## src/rtl/eag_pkg.sv

```systemverilog
// Package: shared constants and width-selector encoding for the effective
// address generator. Assumes a 64-bit datapath built from 16-bit lanes.
package eag_pkg;
    localparam int XLEN   = 64;
    localparam int DISP_W = 32;
    localparam int LANE_W = 16;
    localparam int LANES  = XLEN / LANE_W;
    localparam int CNT_W  = $clog2(LANES) + 1;

    typedef enum logic [1:0] {
        SZ_16  = 2'd0,
        SZ_32  = 2'd1,
        SZ_64  = 2'd2,
        SZ_BAD = 2'd3
    } size_e;
endpackage

```

## src/rtl/eag_size_decode.sv

```systemverilog
// Module: turns a width selector into a count of active 16-bit lanes and a
// legality flag. Assumes the encoding in eag_pkg; code 3 is illegal.
module eag_size_decode
    import eag_pkg::*;
#(
    parameter int NLANES = LANES,
    parameter int CW     = CNT_W
) (
    input  logic [1:0]    sel,
    output logic [CW-1:0] lanes,
    output logic          legal
);
    // Purpose: map the selector to a lane count.
    always_comb begin
        legal = 1'b1;
        unique case (size_e'(sel))
            SZ_16:   lanes = CW'(1);
            SZ_32:   lanes = CW'(2);
            SZ_64:   lanes = CW'(NLANES);
            default: begin
                lanes = '0;
                legal = 1'b0;
            end
        endcase
    end
endmodule

```

## src/rtl/eag_addr_calc.sv

```systemverilog
// Module: raw address sum base + (index << scale) + sext(disp) at full
// datapath width. Assumes wrap to the address width is applied downstream.
module eag_addr_calc
    import eag_pkg::*;
#(
    parameter int W  = XLEN,
    parameter int DW = DISP_W
) (
    input  logic          base_en,
    input  logic [W-1:0]  base_val,
    input  logic          index_en,
    input  logic [W-1:0]  index_val,
    input  logic [1:0]    scale,
    input  logic [DW-1:0] disp,
    output logic [W-1:0]  sum
);
    logic [W-1:0] base_term;
    logic [W-1:0] index_term;
    logic [W-1:0] disp_term;

    // Purpose: gate the operands and form the three-term sum.
    always_comb begin
        base_term  = base_en  ? base_val : '0;
        index_term = index_en ? (index_val << scale) : '0;
        disp_term  = {{(W-DW){disp[DW-1]}}, disp};
        sum        = base_term + index_term + disp_term;
    end
endmodule

```

## src/rtl/eag_width_fit.sv

```systemverilog
// Module: keeps the 16-bit lanes that lie inside both the address width and
// the register width and zeroes the rest. This gives wrap at the address
// width, truncation and zero-extension in one step. Assumes lane counts
// come from eag_size_decode.
module eag_width_fit
    import eag_pkg::*;
#(
    parameter int NLANES = LANES,
    parameter int LW     = LANE_W,
    parameter int CW     = CNT_W
) (
    input  logic [NLANES*LW-1:0] raw,
    input  logic [CW-1:0]        addr_lanes,
    input  logic [CW-1:0]        reg_lanes,
    output logic [NLANES*LW-1:0] fitted
);
    logic [CW-1:0] keep_lanes;

    // Purpose: the narrower of the two widths bounds the kept lanes.
    always_comb begin
        keep_lanes = (addr_lanes < reg_lanes) ? addr_lanes : reg_lanes;
    end

    for (genvar g = 0; g < NLANES; g++) begin : g_lane
        // Purpose: pass or clear one lane.
        always_comb begin
            fitted[g*LW +: LW] = (CW'(g) < keep_lanes) ? raw[g*LW +: LW] : '0;
        end
    end
endmodule

```

## src/rtl/eag_unit.sv

```systemverilog
// Module: top of the effective address generator. Computes, fits and
// registers the address, or raises a fault for a register-form source or an
// illegal width selector. Assumes a synchronous active-low reset.
module eag_unit
    import eag_pkg::*;
(
    input  logic              clk,
    input  logic              rst_n,
    input  logic              in_valid,
    input  logic              src_is_reg,
    input  logic              base_en,
    input  logic [XLEN-1:0]   base_val,
    input  logic              index_en,
    input  logic [XLEN-1:0]   index_val,
    input  logic [1:0]        scale,
    input  logic [DISP_W-1:0] disp,
    input  logic [1:0]        addr_size,
    input  logic [1:0]        reg_size,
    output logic              out_valid,
    output logic              out_wr_en,
    output logic              out_fault,
    output logic [XLEN-1:0]   out_value
);
    logic [XLEN-1:0]  raw_sum;
    logic [XLEN-1:0]  fit_val;
    logic [CNT_W-1:0] a_lanes;
    logic [CNT_W-1:0] r_lanes;
    logic             a_legal;
    logic             r_legal;
    logic             fault_d;

    eag_addr_calc #(.W(XLEN), .DW(DISP_W)) calc_i (
        .base_en   (base_en),
        .base_val  (base_val),
        .index_en  (index_en),
        .index_val (index_val),
        .scale     (scale),
        .disp      (disp),
        .sum       (raw_sum)
    );

    eag_size_decode #(.NLANES(LANES), .CW(CNT_W)) adec_i (
        .sel   (addr_size),
        .lanes (a_lanes),
        .legal (a_legal)
    );

    eag_size_decode #(.NLANES(LANES), .CW(CNT_W)) rdec_i (
        .sel   (reg_size),
        .lanes (r_lanes),
        .legal (r_legal)
    );

    eag_width_fit #(.NLANES(LANES), .LW(LANE_W), .CW(CNT_W)) fit_i (
        .raw        (raw_sum),
        .addr_lanes (a_lanes),
        .reg_lanes  (r_lanes),
        .fitted     (fit_val)
    );

    // Purpose: decide whether this request is illegal.
    always_comb begin
        fault_d = src_is_reg | ~a_legal | ~r_legal;
    end

    // Purpose: result register with one-cycle latency.
    always_ff @(posedge clk) begin
        if (!rst_n) begin
            out_valid <= 1'b0;
            out_wr_en <= 1'b0;
            out_fault <= 1'b0;
            out_value <= '0;
        end else begin
            out_valid <= in_valid;
            out_wr_en <= in_valid & ~fault_d;
            out_fault <= in_valid & fault_d;
            if (in_valid) begin
                out_value <= fault_d ? '0 : fit_val;
            end
        end
    end
endmodule

```

## config.mk

```make
export PLATFORM = sky130hd
export DESIGN_NAME = eag_unit
export DESIGN_NICKNAME = d
export VERILOG_FILES = /design/src/rtl/eag_pkg.sv /design/src/rtl/eag_size_decode.sv /design/src/rtl/eag_addr_calc.sv /design/src/rtl/eag_width_fit.sv /design/src/rtl/eag_unit.sv
export SDC_FILE = /design/constraint.sdc
export NUM_CORES = 1
export LEC_CHECK = 0
export ABC_AREA = 1
export BUFFER_PORTS_ARGS = -buffer_cell sky130_fd_sc_hd__buf_2
export CELL_PAD_IN_SITES_DETAIL_PLACEMENT = 0
export CELL_PAD_IN_SITES_GLOBAL_PLACEMENT = 2
export CORE_MARGIN = 1
export CORE_UTILIZATION = 29
export DETAILED_ROUTE_END_ITERATION = 7
export PLACE_DENSITY_LB_ADDON = 0.25
export SLEW_MARGIN = 20
export SYNTH_ARGS = -nofsm -noshare
export SYNTH_HDL_FRONTEND = slang
export SYNTH_SLANG_ARGS = --single-unit
```

## constraint.sdc

```tcl
create_clock -name clk -period 4.4 [get_ports clk]
set_input_delay 0.44 -clock clk [delete_from_list [all_inputs] [get_ports clk]]
set_output_delay 0.44 -clock clk [all_outputs]
set_load 0.02 [all_outputs]
```

======== Yosys cells after proc, flatten, opt, wreduce, memory -nomap -nowiden ========
Index checks and enable logic that the tools add are counted.
operators by class
  $add $sub $neg .......................... 2
  magnitude comparators ................... 5
  equal/unequal tests ..................... 4
  shift-type cells ........................ 1
  muxes and demuxes ....................... 12
  bitwise gates (word level) .............. 7
  reductions and logical operators ........ 4
operator list
  kind                                                                    count
  64-bit two-way mux                                                      3
  64-bit adder                                                            2
  16-bit two-way mux                                                      4
  64-bit by 2-bit left shift with 64-bit output                           1
  3-bit case mux with 3 select lines                                      2
  1-bit by 3-bit < comparator with 1-bit output (first input constant)    2
  2-bit by 3-bit < comparator with 1-bit output (first input constant)    2
  3-bit OR reduction                                                      2
  2-bit by 1-bit equality test with 1-bit output (second input constant)  2
  2-bit equality test (second input constant)                             2
  2-bit zero test                                                         2
  3-bit < comparator                                                      1
  3-bit two-way mux                                                       1
  1-bit NOT                                                               3
  1-bit AND                                                               2
  1-bit two-way mux                                                       2
  1-bit bitwise OR                                                        2
word-level totals
  flip-flop bits (word level) ............. 67
  output and inout port bits .............. 67

======== Depth between registers and ports, before layout ========
Gate-level depths: netlist of run 1.
  depth in word-level cells ............... 8
  depth in mapped cells ................... 21

======== Hierarchy ========
From an unflattened synthesis of run 1, not the netlist that was laid out.
unflattened totals
  cell total of the unflattened synthesis .. 2090
  area total of the unflattened synthesis .. 11989.0 um2
modules (own cells, without submodules)
  module           times used  cells an instance  area an instance (um2)  sequential area each (um2)
  eag_addr_calc    1           1636               8884.8                  0.0
  eag_unit         1           287                2394.8                  1341.3
  eag_width_fit    1           155                664.4                   0.0
  eag_size_decode  2           6                  22.5                    0.0

======== Least setup slack after synthesis of run 1 ========
Ideal clock, no wire load.
  kind .................................... input to register
  from .................................... input scale[0]
  to ...................................... register out_value[25]
  setup time .............................. 0.139 ns
  arrival ................................. 3.261 ns
  slack ................................... 1.000 ns
  stages .................................. 16
  path through ............................ buf_2 > buf_2 > mux2i_1 > nor2_1 > fa_1 > ha_1 > fa_1 > nand3_1 > nand3_1 > nand2_1 > nand2_2 > nand3_1 > nand3_2 > or2_2 > nand3_2 > a21oi_2
on the way
  cells in the longest elaborated chain, start to end .. 6
ends and longest elaborated chain
  what                                           RTL line             text
  start: declaration                             eag_unit.sv:15       input logic [1:0] scale,
  64-bit by 2-bit left shift with 64-bit output  eag_addr_calc.sv:24  index_term = index_en ? (index_val << scale) : '0;
  64-bit two-way mux                             eag_addr_calc.sv:24
  64-bit adder (2 in a row)                      eag_addr_calc.sv:26  sum = base_term + index_term + disp_term;
  16-bit two-way mux                             eag_width_fit.sv:27  fitted[g*LW +: LW] = (CW'(g) < keep_lanes) ? raw[g*LW +: LW] : '0;
  64-bit two-way mux                             eag_unit.sv:78       out_value <= fault_d ? '0 : fit_val;
  end signal: assignment                         eag_unit.sv:78
  end: declaration                               eag_unit.sv:22       output logic [XLEN-1:0] out_value
Every way passes these cells.
A chain may end at the register's enable or synchronous reset.

======== Final worst setup path of run 1 ========
  from .................................... input scale[0]
  to ...................................... register out_value[41]
The elaborated chain is that of the path after synthesis.

==> impl_metrics.csv, run 1 <==
group,metric,value,unit
job,drv_cap,0,
logic_synthesis,synth_cells,1893,
clock_network,postCtsHoldBufs,0,
logic_synthesis,synth_area,11300,um2
global_routing,grt_max_degree,65,
routing,drcViolationCount,0,
final_layout,syn2layout_area_growth,18.0,%
final_layout,diodes,0,
placed_design,io_buffers,238,
logic_synthesis,ys_types,40,
sta,finalSetupViolCount,0,
clock_network,cts_root_buf,"clkbuf_16",
floorplanning,rows,71,
clock_network,insertion_delay,0.33,ns
floorplanning,core,37900,um2
clock_network,cts_buffers,9,
floorplanning,io_pins,239,
final_layout,fin_cells,2622,
global_routing,grt_pass1_vias,12400,
sta,timing.final.ws_setup,0.691,ns
clock_network,tritoncts,"built",
routing,viasPerCell,4.55,
global_routing,top_usage_layer,"met2",
worst_setup_path,worst-path-max-fanout,16,
clock_network,cts_max_level,3,
sta,slew-limit-headroom,35.1,%
sta,fin_setup_tns,0,ns
worst_setup_path,arrival,3.97,ns
routing,drtPass1Iterations,5,
final_layout,drive_gt1_share,18.2,%
sta,finalCriticalPeriod,3.71,ns
power_and_ir_drop,ir_drop,0.142,mV
clock_network,clockBufferDepth,2,
routing,wl_per_cell,16.7,um
sta,hold_viol,0,
sta,rsz0062_at_grt,"false",
global_routing,grt_pass1_wl,68000,um
floorplanning,die_w,199,um
placed_design,post-place-ws,0.329,ns
logic_synthesis,avgSynthCellArea,5.95,um2
worst_hold_path,hold_class,"in -> reg",
sta,period_share,84.3,%
global_routing,grt-ovfl-total,0,
sta,skew,0,ns
worst_setup_path,reg2reg_slack,3.60,ns
clock_network,post-cts-setup-buffer-count,0,
sta,slew_violations,0,
sta,max_freq,270,MHz
global_routing,grt.total_usage,22.9,%
outcome,status,"completed",
routing,ant_nets,0,
clock_network,clkSinkCount,67,
power_and_ir_drop,p_leak,7.67,nW
clock_network,cts_resized,0,
routing,dr.first_iter.drc_count,484,
logic_synthesis,yosysWarningCount,0,
routing,vias,11900,
worst_setup_path,cp.required,4.66,ns
global_routing,grt_util_met3,2.30,%
sta,tightest_slew,0.971,ns
logic_synthesis,synth_fp_nets,2194,
floorplanning,initial_core_util,29.7,%
floorplanning,die_y,199,um
worst_setup_path,end_kind,"register",
final_layout,nNetsFinal,2407,
logic_synthesis,seq_area_frac_synth,11.9,%
placed_design,placed_cells,2606,
floorplanning,die-area,39600,um2
worst_setup_path,critPathKind,"in -> reg",
placed_design,dpl.hpwl,38700,um
clock_network,clkSlewWorstSetupHoldPaths,0.05,ns
global_routing,gr-usage-met1,23.7,%
worst_setup_path,cp-start-kind,"input pin",
routing,wl,43900,um
global_routing,grt_antenna_before_repair,0,
global_routing,grtUsageMet2,46.8,%
power_and_ir_drop,power-per-cell-area,267,nW/um2
placed_design,place_congestion,0.889,
logic_synthesis,ys_ff_latch,67,
synth_stat cells (all sizes together):
| library cell | count | area, um2 |
|---|---|---|
| ha | 65 | 813 |
| o21bai | 5 | 37.5 |
| inv | 370 | 1390 |
| xor2 | 13 | 114 |
| nor3 | 9 | 60.1 |
| clkinv | 4 | 15.0 |
| and3 | 2 | 12.5 |
| buf | 18 | 120 |
| xnor2 | 5 | 43.8 |
| a21oi | 105 | 571 |
| and2b | 1 | 7.51 |
| o211ai | 1 | 12.5 |
| o21ai | 9 | 45.0 |
| mux2i | 60 | 601 |
| and2 | 1 | 6.26 |
| nor2 | 129 | 587 |
| or2 | 14 | 87.6 |
| dfxtp | 67 | 1340 |
| clkbuf | 26 | 97.6 |
| nand4 | 10 | 62.6 |
| o22ai | 62 | 388 |
| fa | 64 | 1280 |
| nand3 | 104 | 621 |
| nor4 | 5 | 43.8 |
| nand2 | 736 | 2850 |
| nand3b | 8 | 60.1 |
cell usage in the layout (no fill, tap or decap), types with 2 or more instances in the layout:
cell type,instances
nor3_1,6
o21bai_1,5
nor4_2,2
a21oi_1,93
nand3b_1,8
o21ai_0,7
inv_1,364
fa_1,64
nand3_1,84
xor2_1,13
a21oi_2,12
inv_2,5
or2_2,12
ha_1,65
nand2_1,700
nor2_1,97
nand4_1,10
xnor2_1,5
nand3_2,20
nor2_4,6
buf_2,237
buf_4,4
or2_0,2
o21ai_1,2
nor4_1,3
clkinv_2,4
o22ai_1,62
nor3_2,3
mux2i_1,60
buf_12,5
clkbuf_16,9
dfxtp_1,67
and3_1,2
nor2_2,26
nand2_2,36
clkinv_1,4
routing by layer:
layer,part of all wire [%],vias up
met1,39,5410
met3,2.4,56
met2,55,209
met4,3.3,0
met5,0,-
li1,-,6267
registers in the layout (all words and copies together) (netlist names):
| name | count |
|---|---|
| out_wr_en | 1 |
| out_valid | 1 |
| out_value | 64 |
| out_fault | 1 |
cell families after synthesis:
kind of cell | count (synthesis) | share of synthesized area, %
DFF | 67 | 11.9
xor gates and xnor gates | 18 | 1.40
adders and majority gates | 129 | 18.6
muxes | 60 | 5.33
AOI/OAI and AO/OA | 182 | 9.35
buffers and inverters | 418 | 14.4
and+or+nand+nor | 1019 | 39.0
report_power, final:
group          switching, mW  internal (mW)  total [mW]
clock                  0.271          0.394       0.664
sequential           0.00655          0.620       0.627
combinational           1.52          0.739        2.26
total                   1.80           1.75        3.55
worst max-delay path: stages:
cell	delay (ns)
buf_4	0.24
buf_4	0.28
mux2i_1	0.25
nor2_1	0.11
fa_1	0.48
ha_1	0.28
fa_1	0.46
nand3_1	0.12
nand3_1	0.18
nand2_1	0.13
nand2_2	0.09
nand3_1	0.10
nand3_2	0.14
nand2_1	0.19
nand2_1	0.07
nand2_1	0.06
nand3_1	0.15
a21oi_1	0.19
area by class of cell:
type,count,area [um2]
tap,511,639
inverter,374,1410
clock inverter,5,28.8
clock buffer,11,243
timing repair buffer,246,1320
sequential,67,1340
multi-input combinational,1408,8310
fill,4397,24600
worst paths after layout:
kind            startpoint       endpoint  cells after the start
min                  rst_n      out_valid                      3
min reg2reg   out_value[0]   out_value[0]                      2
max reg2reg  out_value[58]  out_value[58]                      2
max               scale[0]  out_value[41]                     18
through the flow:
step           hold WS [ns]  area (um2)  util [%]  power, mW
2_1_floorplan         0.540       11300         -       2.16
3_3_place_gp          0.451       13000      34.3       2.93
3_5_place_dp          0.455       13000      34.3       2.93
4_1_cts               0.356       13300      35.0       3.62
5_1_grt               0.395       13300      35.0       3.90
6_report              0.372       13300      35.0       3.55
Power figures use the tool's default switching activity.
==> run 2, diff against run 1 <==
==> constraint.sdc (replaced) <==
create_clock -name clk -period 3.5 [get_ports clk]
set_input_delay 0.35 -clock clk [delete_from_list [all_inputs] [get_ports clk]]
set_output_delay 0.35 -clock clk [all_outputs]
set_load 0.02 [all_outputs]
==> run 2 against run 1 <==
Global-route usage about the same. Power increased by 46%. Register-to-register slack worse by 0.86 ns. Clock power increased by 55%. Largest power group unchanged.
==> impl_metrics.csv, run 2 (synthesis gave the netlist of run 1 again) <==
group,metric,value,unit
floorplanning,initial_core_util,29.7,%
placed_design,placed_area,14400,um2
floorplanning,core,37900,um2
final_layout,fin_util,38.9,%
global_routing,grt_pass1_wl,68800,um
worst_hold_path,hold_class,"in -> reg",
power_and_ir_drop,power,5.19,mW
sta,period_share,93.5,%
routing,viasPerCell,4.48,
sta,fin_setup_tns,0,ns
floorplanning,rows,71,
worst_setup_path,reg2reg_to,"out_value[48]",
routing,dr.first_iter.drc_count,457,
floorplanning,io_pins,239,
sta,max_freq,305,MHz
floorplanning,die-area,39600,um2
global_routing,grt-ovfl-total,0,
routing,wl_per_cell,15.8,um
final_layout,final_common_cell,"nand2_1",
clock_network,cts_root_buf,"clkbuf_16",
worst_hold_path,min_to,"out_valid",
final_layout,syn2layout_area_growth,30.9,%
placed_design,post-place-ws,-0.118,ns
sta,finalCriticalPeriod,3.27,ns
clock_network,cts_max_level,3,
final_layout,diodes,0,
global_routing,grt.total_usage,23.0,%
placed_design,dpl.hpwl,39300,um
sta,hold_viol,0,
final_layout,nNetsFinal,2587,
sta,slew_violations,0,
clock_network,postCtsHoldBufs,0,
worst_hold_path,hold_start,"rst_n",
global_routing,grt_pass1_vias,12900,
global_routing,grt_antenna_before_repair,0,
placed_design,io_buffers,238,
worst_setup_path,arrival,3.53,ns
final_layout,final_cell_area,14700,um2
final_layout,final_cell_mix,"699 x nand2_1, 364 x inv_1, 237 x buf_2",
routing,wl,44200,um
power_and_ir_drop,p_clk_share,20.0,%
sta,finalSetupViolCount,0,
clock_network,tritoncts,"built",
clock_network,clockBufferDepth,2,
worst_setup_path,reg2reg_slack,2.74,ns
power_and_ir_drop,switching_share,45.9,%
floorplanning,die_y,199,um
worst_setup_path,end_kind,"register",
floorplanning,die_w,199,um
final_layout,fin_cells,2802,
worst_setup_path,cp-start-kind,"input pin",
routing,drcViolationCount,0,
power_and_ir_drop,power.share.combinational,64.9,%
power_and_ir_drop,p_switching,2.38,mW
routing,drtPass1Iterations,5,
worst_setup_path,critPathKind,"in -> reg",
placed_design,place_congestion,0.870,
sta,rsz0062_at_grt,"false",
power_and_ir_drop,seq_power_share,15.2,%
sta,skew,0,ns
worst_setup_path,worstReg2RegStart,"out_value[48]",
sta,hold_ws,0.266,ns
clock_network,clkSlewWorstSetupHoldPaths,0.06,ns
power_and_ir_drop,p_leak,8.58,nW
outcome,status,"completed",
sta,slew-limit-headroom,41.1,%
routing,ant_nets,0,
final_layout,drive_gt1_share,24.9,%
clock_network,cts_resized,0,
global_routing,grt_max_degree,65,
clock_network,insertion_delay,0.33,ns
routing,vias,12600,
final_layout,largest_reg_flops,64,
worst_setup_path,reg2reg_depth,2,
power_and_ir_drop,power.internal,2.80,mW
clock_network,post-cts-setup-buffer-count,0,
worst_setup_path,cp.required,3.76,ns
worst_hold_path,hold_depth,3,
power_and_ir_drop,ir_drop,0.237,mV
sta,tightest_slew,0.883,ns
placed_design,placed_cells,2786,
clock_network,clkSinkCount,67,
sta,timing.final.ws_setup,0.227,ns
clock_network,cts_buffers,9,
power_and_ir_drop,power-per-cell-area,352,nW/um2
final_layout,largest_register,"out_value",
final_layout,nFillCells,4406,
worst_setup_path,worst-path-max-fanout,5,
job,drv_cap,0,
-- run 2: critical path: stages --
cell	delay, ns
buf_4	0.14
buf_4	0.16
inv_1	0.14
buf_4	0.17
o21ai_0	0.07
buf_4	0.15
o22ai_1	0.23
fa_1	0.47
ha_1	0.42
buf_4	0.18
nand3_1	0.17
nor2_1	0.07
nor2_1	0.11
nand2_1	0.06
a21oi_1	0.20
nand2_1	0.08
nand2_1	0.06
nand3_1	0.12
a21oi_1	0.18
-- run 2: final cells by class --
type	instances	area, um2	area share, %
clock inverters	5	85.1	0.577
flip-flops and latches	67	1340	9.10
multi-input cells	1408	8320	56.4
inverters	374	1410	9.54
clock buffers	11	253	1.71
repair buffers	426	2700	18.3
well taps	511	639	4.34
-- run 2: how the worst max path moves through the flow --
stage          startpoint  cells past startpoint            end  slack (ns)
2_1_floorplan    scale[0]                     16  out_value[25]        0.19
3_3_place_gp     scale[0]                     18  out_value[62]       -0.11
3_5_place_dp     scale[0]                     19  out_value[62]       -0.12
4_1_cts          scale[0]                     19  out_value[62]        0.22
5_1_grt          scale[0]                     19  out_value[43]       0.006
6_report         scale[0]                     19  out_value[62]        0.23
-- run 2: layer usage --
layer	vias up	part of all wire, %	global-route usage (%)
li1	6614	-	-
met1	5711	39	24.0
met2	191	56	47.9
met3	46	2.2	1.77
met4	0	2.5	5.90
met5	-	0	0
-- run 2: power groups by stage --
| stage | Combinational (mW) | Clock [mW] | Sequential, mW |
|---|---|---|---|
| detailed placement | 3.41 | 0 | 0.805 |
| global placement | 3.40 | 0 | 0.804 |
| CTS | 3.43 | 1.06 | 0.788 |
| finish | 3.36 | 1.03 | 0.788 |
| global route | 3.78 | 1.09 | 0.789 |
| floorplan | 1.89 | 0 | 0.824 |
==> run 3, diff against run 2 <==
--- a/config.mk
+++ b/config.mk
@@ -5,12 +5,11 @@
 export SDC_FILE = /design/constraint.sdc
 export NUM_CORES = 1
 export LEC_CHECK = 0
-export ABC_AREA = 1
 export BUFFER_PORTS_ARGS = -buffer_cell sky130_fd_sc_hd__buf_2
 export CELL_PAD_IN_SITES_DETAIL_PLACEMENT = 0
 export CELL_PAD_IN_SITES_GLOBAL_PLACEMENT = 2
 export CORE_MARGIN = 1
-export CORE_UTILIZATION = 29
+export CORE_UTILIZATION = 33
 export DETAILED_ROUTE_END_ITERATION = 7
 export PLACE_DENSITY_LB_ADDON = 0.25
 export SLEW_MARGIN = 20
==> run 3 against run 2 <==
Clock-buffer cell count fell by 2. Largest power group unchanged. Hold slack better by 0.016 ns. Area after synthesis is 16% lower. Final cell count fell by 33%. Global-route usage is 0.81 points higher. The flow now finishes with violations (setup timing). Sequential power barely moved. Largest cell class unchanged. First-iteration DRC count increased by 17%. Cell area rose by 4.3%. Worst setup slack got worse by 0.61 ns. Critical path type unchanged.
==> impl_metrics.csv, run 3 <==
group,metric,value,unit
floorplanning,die-area,29200,um2
outcome,violations,"setup timing",
global_routing,grt_max_degree,39,
routing,drtPass1Iterations,5,
sta,rsz0062_at_grt,"true",
logic_synthesis,yosysWarningCount,0,
placed_design,io_buffers,238,
logic_synthesis,synth.most_common_cell,"and2_1",
logic_synthesis,synth_ff_type,"dfxtp_1",
clock_network,cts_root_buf,"clkbuf_16",
clock_network,clockBufferDepth,2,
routing,ant_nets,0,
clock_network,cts_max_level,3,
clock_network,clkSlewWorstSetupHoldPaths,0.06,ns
power_and_ir_drop,p_leak,6.87,nW
logic_synthesis,synth_area,9430,um2
worst_setup_path,end_kind,"register",
clock_network,tritoncts,"built",
final_layout,final_cell_area,15400,um2
placed_design,placed_area,13000,um2
logic_synthesis,seq_area_frac_synth,14.2,%
worst_setup_path,cpPeakStageDelay,0.46,ns
floorplanning,initial_core_util,33.7,%
global_routing,grt_pass1_wl,53200,um
clock_network,cts_buffers,9,
logic_synthesis,ys_ff_latch,67,
sta,slew-limit-headroom,42.4,%
clock_network,insertion_delay,0.35,ns
routing,viasPerCell,5.07,
global_routing,grt_antenna_before_repair,12,
sta,tightest_slew,0.861,ns
final_layout,final_common_cell,"buf_4",
logic_synthesis,synth_fp_nets,1307,
routing,wl,34900,um
worst_setup_path,slowest_stage,"fa_1",
sta,timing.final.ws_setup,-0.380,ns
sta,max_freq,258,MHz
final_layout,fin_util,55.0,%
logic_synthesis,synth_top_area_share,14.3,%
final_layout,largest_register,"out_value",
sta,skew,0,ns
worst_setup_path,cp.required,3.73,ns
routing,drcViolationCount,0,
clock_network,postCtsHoldBufs,0,
routing,wl_per_cell,18.5,um
sta,finalSetupViolCount,42,
final_layout,nNetsFinal,1798,
logic_synthesis,ys_top_cells_by_area,"mux4_2 14%, dfxtp_1 14%, fa_1 14%",
sta,fin_setup_tns,-8.90,ns
sta,finalCriticalPeriod,3.88,ns
final_layout,final_cell_mix,"267 x buf_4, 236 x buf_2, 112 x and2_1",
logic_synthesis,ys_types,69,
power_and_ir_drop,power-per-cell-area,383,nW/um2
final_layout,syn2layout_area_growth,63.1,%
job,drv_cap,0,
worst_setup_path,worst-path-max-fanout,5,
sta,hold_ws,0.282,ns
logic_synthesis,synthTopCellsByCount,"133 x and2_1, 69 x a21oi_1, 67 x dfxtp_1, 65 x ha_1, 64 x fa_1",
placed_design,place_congestion,0.909,
sta,period_share,111,%
worst_setup_path,cpMostUsedCell,"buf_12",
outcome,status,"finished with violations",
placed_design,post-place-ws,-1.11,ns
sta,hold_viol,0,
worst_setup_path,path_cells,"buf_12 -> buf_12 -> buf_6 -> mux2i_1 -> nor3b_2 -> fa_1 -> ha_2 -> fa_2 -> a21o_1 -> a221oi_4 -> o21ai_2 -> o2111a_2 -> a211oi_4 -> o21a_2 -> o21bai_4 -> a21boi_2 -> xnor2_1 -> a22o_1",
routing,dr.first_iter.drc_count,536,
worst_hold_path,hold_class,"in -> reg",
worst_setup_path,arrival,4.11,ns
worst_setup_path,cp-start-kind,"input pin",
final_layout,largest_reg_flops,64,
placed_design,placed_cells,1804,
sta,slew_violations,0,
routing,vias,9586,
logic_synthesis,synth-edff-count,0,
floorplanning,rows,61,
global_routing,grt_pass1_vias,9563,
power_and_ir_drop,power,5.89,mW
worst_setup_path,critPathKind,"in -> reg",
logic_synthesis,yosysTopAreaCell,"mux4_2",
final_layout,fin_cells,1890,
power_and_ir_drop,ir_drop,0.280,mV
placed_design,dpl.hpwl,27900,um
floorplanning,core,27900,um2
floorplanning,io_pins,239,
floorplanning,die_y,171,um
final_layout,drive_gt1_share,55.9,%
logic_synthesis,synth-async-reset-ratio,0,%
clock_network,clkSinkCount,67,
floorplanning,die_w,171,um
global_routing,grt-ovfl-total,0,
logic_synthesis,synth_cells,1006,
global_routing,grt.total_usage,23.8,%
logic_synthesis,avgSynthCellArea,9.37,um2
-- run 3: final timing paths --
kind | from | to | slack (ns) | cells after the start
worst max-delay path | scale[0] | out_value[41] | -0.38 | 18
worst min-delay path | src_is_reg | out_fault | 0.28 | 3
worst max register to register | out_value[27] | out_value[27] | 2.71 | 2
worst min register to register | out_value[62] | out_value[62] | 0.45 | 2
-- run 3: cell families (layout without fill, tap and decap cells) --
group | Yosys count | after routing | share of synthesized area, %
other | 0 | 10 | 0
AND/OR/NAND/NOR | 326 | 326 | 19.4
buffers and inverters | 89 | 585 | 3.65
multiplexers | 64 | 64 | 14.8
flip-flops | 67 | 67 | 14.2
AO/OA/AOI/OAI | 269 | 269 | 20.0
XOR/XNOR | 62 | 62 | 5.76
adder cells (fa/ha/maj) | 129 | 129 | 22.2
-- run 3: metal layers --
metal	track usage, %	part of all wire (%)
met3	5.25	6.1
met1	35.1	49
met4	5.40	1.3
met5	0	0.052
met2	34.9	43
-- run 3: power by group --
part	switching, mW	internal [mW]
clock	0.439	0.559
combinational	1.96	2.14
sequential	0.00910	0.779
-- run 3: cell type report --
type | count | area [um2]
Fill cell | 2581 | 12600
Multi-Input combinational cell | 850 | 9290
Timing Repair Buffer | 551 | 3880
Sequential cell | 67 | 1340
Tap cell | 378 | 473
Clock buffer | 9 | 225
Clock inverter | 7 | 76.3
Inverter | 18 | 67.6
Antenna cell | 10 | 25.0
-- run 3: critical path, delay by kind of cell --
family                     cells  cell delay (ns)
muxes                          1             0.12
adders and majority gates      3             1.03
buffers and inverters          3             0.38
and+or+nand+nor                1             0.20
AOI/OAI and AO/OA              9             1.92
xor gates and xnor gates       1             0.10
-- run 3: what timing repair did --
action	4_1_cts	5_1_grt
gates cloned	3	1
setup endpoints to repair	47	51
pin swaps	103	117
gates resized for setup	140	142
setup buffers	36	34
